**src/rtl/isr_pkg.sv**
```systemverilog
package isr_pkg;
  localparam int unsigned ISR_DEF_W = 8;

  function automatic logic any_pending(input logic [63:0] stat, input logic [63:0] msk);
    return |(stat & ~msk);
  endfunction
endpackage

```
**src/rtl/isr_mask_reg.sv**
```systemverilog
module isr_mask_reg #(
  parameter int unsigned W = 8
) (
  input  logic         clk,
  input  logic         rst,
  input  logic         we_i,
  input  logic [W-1:0] wdata_i,
  output logic [W-1:0] mask_o
);
  always_ff @(posedge clk) begin
    if (rst)       mask_o <= '1;
    else if (we_i) mask_o <= wdata_i;
  end

  p_mask_write_r9: assert property (@(posedge clk) disable iff (rst)
    we_i |=> mask_o == $past(wdata_i));
  p_mask_hold_r9: assert property (@(posedge clk) disable iff (rst)
    !we_i |=> $stable(mask_o));
endmodule

```
**src/rtl/isr_status_reg.sv**
```systemverilog
module isr_status_reg #(
  parameter int unsigned W = 8
) (
  input  logic         clk,
  input  logic         rst,
  input  logic [W-1:0] evt_i,
  input  logic [W-1:0] accept_i,
  input  logic         rd_i,
  output logic [W-1:0] status_o,
  output logic [W-1:0] rdata_o
);
  logic [W-1:0] base;
  logic [W-1:0] set_bits;

  assign base     = rd_i ? '0 : status_o;
  assign set_bits = evt_i & accept_i;

  always_ff @(posedge clk) begin
    if (rst) begin
      status_o <= '0;
      rdata_o  <= '0;
    end else begin
      status_o <= base | set_bits;
      if (rd_i) rdata_o <= status_o;
    end
  end

  p_sticky_r2: assert property (@(posedge clk) disable iff (rst)
    !rd_i |=> (status_o & $past(status_o)) == $past(status_o));
  p_clear_r3: assert property (@(posedge clk) disable iff (rst)
    (rd_i && evt_i == '0) |=> status_o == '0);
  p_rdata_r3: assert property (@(posedge clk) disable iff (rst)
    rd_i |=> rdata_o == $past(status_o));
  p_no_spurious_r2: assert property (@(posedge clk) disable iff (rst)
    (evt_i == '0) |=> (status_o & ~$past(status_o)) == '0);
endmodule

```
**src/rtl/isr_irq_merge.sv**
```systemverilog
module isr_irq_merge #(
  parameter int unsigned W = 8
) (
  input  logic [W-1:0] status_i,
  input  logic [W-1:0] mask_i,
  output logic         irq_o,
  output logic         summary_o
);
  logic [W-1:0] pend;

  for (genvar i = 0; i < W; i++) begin : g_bit
    assign pend[i] = status_i[i] & ~mask_i[i];
  end

  assign irq_o     = |pend;
  assign summary_o = |pend;

  always_comb begin
    p_masked_quiet_r7: assert ((pend != '0) || !irq_o);
    p_summary_quiet_r8: assert ((mask_i != '1) || !summary_o);
  end
endmodule

```
**src/rtl/isr_masked_status.sv**
```systemverilog
module isr_masked_status #(
  parameter int unsigned W = isr_pkg::ISR_DEF_W
) (
  input  logic         clk,
  input  logic         rst,
  input  logic [W-1:0] evt_i,
  input  logic         vis_en_i,
  input  logic         mask_we_i,
  input  logic [W-1:0] mask_wdata_i,
  output logic [W-1:0] mask_rdata_o,
  input  logic         stat_rd_i,
  output logic [W-1:0] stat_rdata_o,
  output logic         irq_o,
  output logic         summary_o
);
  logic [W-1:0] mask_q;
  logic [W-1:0] status_q;
  logic [W-1:0] accept;

  assign accept       = vis_en_i ? '1 : ~mask_q;
  assign mask_rdata_o = mask_q;

  isr_mask_reg #(.W(W)) u_mask (
    .clk(clk), .rst(rst), .we_i(mask_we_i), .wdata_i(mask_wdata_i), .mask_o(mask_q)
  );

  isr_status_reg #(.W(W)) u_stat (
    .clk(clk), .rst(rst), .evt_i(evt_i), .accept_i(accept), .rd_i(stat_rd_i),
    .status_o(status_q), .rdata_o(stat_rdata_o)
  );

  isr_irq_merge #(.W(W)) u_merge (
    .status_i(status_q), .mask_i(mask_q), .irq_o(irq_o), .summary_o(summary_o)
  );

  p_drop_masked_r6: assert property (@(posedge clk) disable iff (rst)
    !vis_en_i |=> ((status_q & ~$past(status_q)) & $past(mask_q)) == '0);
  p_visible_r5: assert property (@(posedge clk) disable iff (rst)
    vis_en_i |=> (status_q & $past(evt_i)) == $past(evt_i));
  p_collide_r4: assert property (@(posedge clk) disable iff (rst)
    (stat_rd_i && vis_en_i) |=> status_q == $past(evt_i));
  p_all_masked_r7: assert property (@(posedge clk) disable iff (rst)
    (mask_q == '1) |-> !irq_o);
endmodule

```
**config.mk**
```make
export PLATFORM = sky130hd
export DESIGN_NAME = isr_masked_status
export DESIGN_NICKNAME = d
export VERILOG_FILES = /design/src/rtl/isr_pkg.sv /design/src/rtl/isr_mask_reg.sv /design/src/rtl/isr_status_reg.sv /design/src/rtl/isr_irq_merge.sv /design/src/rtl/isr_masked_status.sv
export SDC_FILE = /design/constraint.sdc
export NUM_CORES = 1
export LEC_CHECK = 0
export BUFFER_PORTS_ARGS = -buffer_cell sky130_fd_sc_hd__buf_2
export CORE_MARGIN = 10
export CORE_UTILIZATION = 33
export CTS_CLUSTER_DIAMETER = 120
export DETAILED_ROUTE_END_ITERATION = 16
export SYNTH_ARGS = -nofsm -noshare
export SYNTH_HDL_FRONTEND = slang
export SYNTH_HIERARCHICAL = 1
export SYNTH_SLANG_ARGS = --single-unit
```
**constraint.sdc**
```tcl
create_clock -name clk -period 3.7 [get_ports clk]
set_input_delay 0.37 -clock clk [delete_from_list [all_inputs] [get_ports clk]]
set_output_delay 0.37 -clock clk [all_outputs]
set_load 0.01 [all_outputs]
```
==> results.cfg <==
[synthesis]
synth.largest_area_cell = dfxtp_1
synth_seq_area_share_pct = 48.3
synthDistinctLibCells = 17
synth_nets = 128
ys_ff_latch = 24
post-synth-top-count-cell = dfxtp_1
synthCells = 107
syn_area_sq_um = 995
synthArstFlopShare_pct = 0
synth_area_leaders = dfxtp_1, nand2b_1, mux2i_1
synth.top_cell.area_share_pct = 48.3
yosysWarningCount = 6
synth_edf_count = 0
netlist_top_cells_count = dfxtp_1, nand2b_1
syn_avg_cell_area_sq_um = 9.30
synth_ff_type = dfxtp_1

[setup_path]
cp.arrival_ns = 1.54
crit_slowest_cell = or4_1
crit_chain = o22ai_1, or4_1, buf_2
crit_type = reg -> out
worst_setup_path_start_kind = flip-flop
critical_path.max_fanout = 4
cpPeakStageDelay_ns = 0.56
cp.required_ns = 3.33
crit_path_end_kind = output port
r2r_cells = 2

[grt]
gr-usage-all-layers_pct = 9.02
grt_pass1_vias = 878
antenna_found_initial = 0
grt_max_degree = 25
overflow = 0
grt_pass1_wl_mm = 4.01

[timing]
tns_ns = 0
post-route-period-util_pct = 51.6
min_period_ns = 1.91
finClkSkew_ns = 0.0133
slew_headroom_pct = 71.6
setup_viol = 0
timing_worst_slew_pin_value_ns = 0.426
slew_violations = 0
final-hold-violation-count = 0
rsz0062_at_grt = no
fmax_mhz = 524

[clock_tree]
cts_resized = 0
cts_tree = yes
path_clk_slew_ns = 0.14
numCtsBuffers = 3
post-cts-setup-buffers = 0
clock-sinks = 24
clk_latency_ns = 0.31
htree_levels = 1
ctsHoldBuffers = 0
clockBufferDepth = 2
cts-root-buf = clkbuf_4

[flow_run]
cap_viol_max_count = 0

[detailed_routing]
ant_nets = 0
via_per_inst = 4.75
drc = 0
first_pass_iters = 4
drt_wl_total_mm = 2.47
drtIter0Drc = 53
wl_per_cell_um = 14.2
vias = 827

[final_layout]
final_area_sq_mm = 0.00123
drive_above_1_share_pct = 33.6
nets = 165
diodes = 0
area_delta_synth_final_pct = 23.9
finalNonFillerCells = 174

[place]
globalplace.congestion = 0.745
hpwl_mm = 1.90
dp.cells = 170
dpl-instance-area_sq_mm = 0.00118
numPortBuffers = 38

[floorplan]
core_sq_mm = 0.00283
die-area_sq_mm = 0.00561
row_count = 19
start_util_pct = 35.2
io_pins = 39
die_w_um = 74.9
die_h_um = 74.9

[power]
clock_power_share_pct = 34.3
seqPwrFrac_pct = 52.0
power_density_mw_per_mm2 = 447
fin_total_pwr_uw = 551
ir_worst_vdd_v = 0.000173
pwr-share-comb_pct = 13.7
p_leak_uw = 0.000581
p_int_uw = 421
p_switching_uw = 130
power_switching_share_pct = 23.6

[run_status]
status = finished clean

[hold_path]
hold_path_class = in -> reg
whs_path_depth = 2
## metal layers
metal  up-vias  global-route usage [%]  part of all wire, %
met5         -                       0                    0
met4         0                    2.52                 0.61
met2        26                    13.9                   42
met1       377                    10.4                   47
li1        422                       -                    -
met3         2                    5.12                   11
## final cells by class
type                       count  area, sq um
clock buffer                   3         22.5
clock inverter                 1         30.0
fill                         291         1600
inverter                       8         30.0
multi-input combinational     69          440
sequential                    24          480
tap                           31         38.8
timing repair buffer          38          190
## power groups by stage
stage	Combinational (uW)	Clock, uW	Sequential, uW
after global routing	85.3	207	290
after CTS	77.0	193	287
after floorplan	45.0	0	294
after detailed placement	76.5	0	293
final	75.8	189	287
after global placement	75.6	0	292
## worst max-delay path, delay by kind of cell, from the launching register on
| kind | cells | cell delay, ns |
|---|---|---|
| buffers and inverters | 1 | 0.17 |
| flip-flops | 1 | 0.42 |
| AO/OA/AOI/OAI | 1 | 0.08 |
| AND/OR/NAND/NOR | 1 | 0.56 |
## flip-flops by register name (all words and copies together), names as in the netlist
| name | flops |
|---|---|
| u_stat/status_o | 8 |
| u_mask/mask_o | 8 |
| u_stat/rdata_o | 8 |
## cell usage in the layout, fill, tap and decap left out
master	count
clkbuf_4	3
buf_2	38
or4_1	1
nor2b_1	8
bufinv_16	1
a211o_1	2
a21oi_1	8
a211o_2	6
o22ai_1	4
nand2_1	8
mux2i_1	8
nor2_1	8
inv_1	8
dfxtp_1	24
nand2b_1	16
## per-stage QoR
stage | utilization, % | hold WS, ns | worst slack, ns
2_1_floorplan | - | 0.462 | 2.10
5_1_grt | 43.6 | 0.229 | 1.71
3_3_place_gp | 41.7 | 0.469 | 2.16
6_report | 43.6 | 0.247 | 1.79
3_5_place_dp | 41.7 | 0.477 | 2.16
4_1_cts | 43.6 | 0.244 | 1.78
## kinds of logic after synthesis
group / count (synthesis) / share of synthesized area (%)
compound gates: 20 / 14.3
buf+inv: 14 / 7.42
flops: 24 / 48.3
mux: 8 / 8.05
simple gates: 41 / 21.9
## path summary, 6_finish.rpt
check / from / end / slack, ns
worst min register to register: u_stat/status_o[0]$_SDFF_PP0_ / u_stat/status_o[0]$_SDFF_PP0_ / 0.50
worst max register to register: u_mask/mask_o[7]$_SDFFE_PP1P_ / u_mask/mask_o[7]$_SDFFE_PP1P_ / 2.84
worst max-delay path: u_mask/mask_o[6]$_SDFFE_PP1P_ / summary_o / 1.79
worst min-delay path: mask_wdata_i[4] / u_mask/mask_o[4]$_SDFFE_PP1P_ / 0.25
Note: power is estimated with default switching activity, not from simulation.
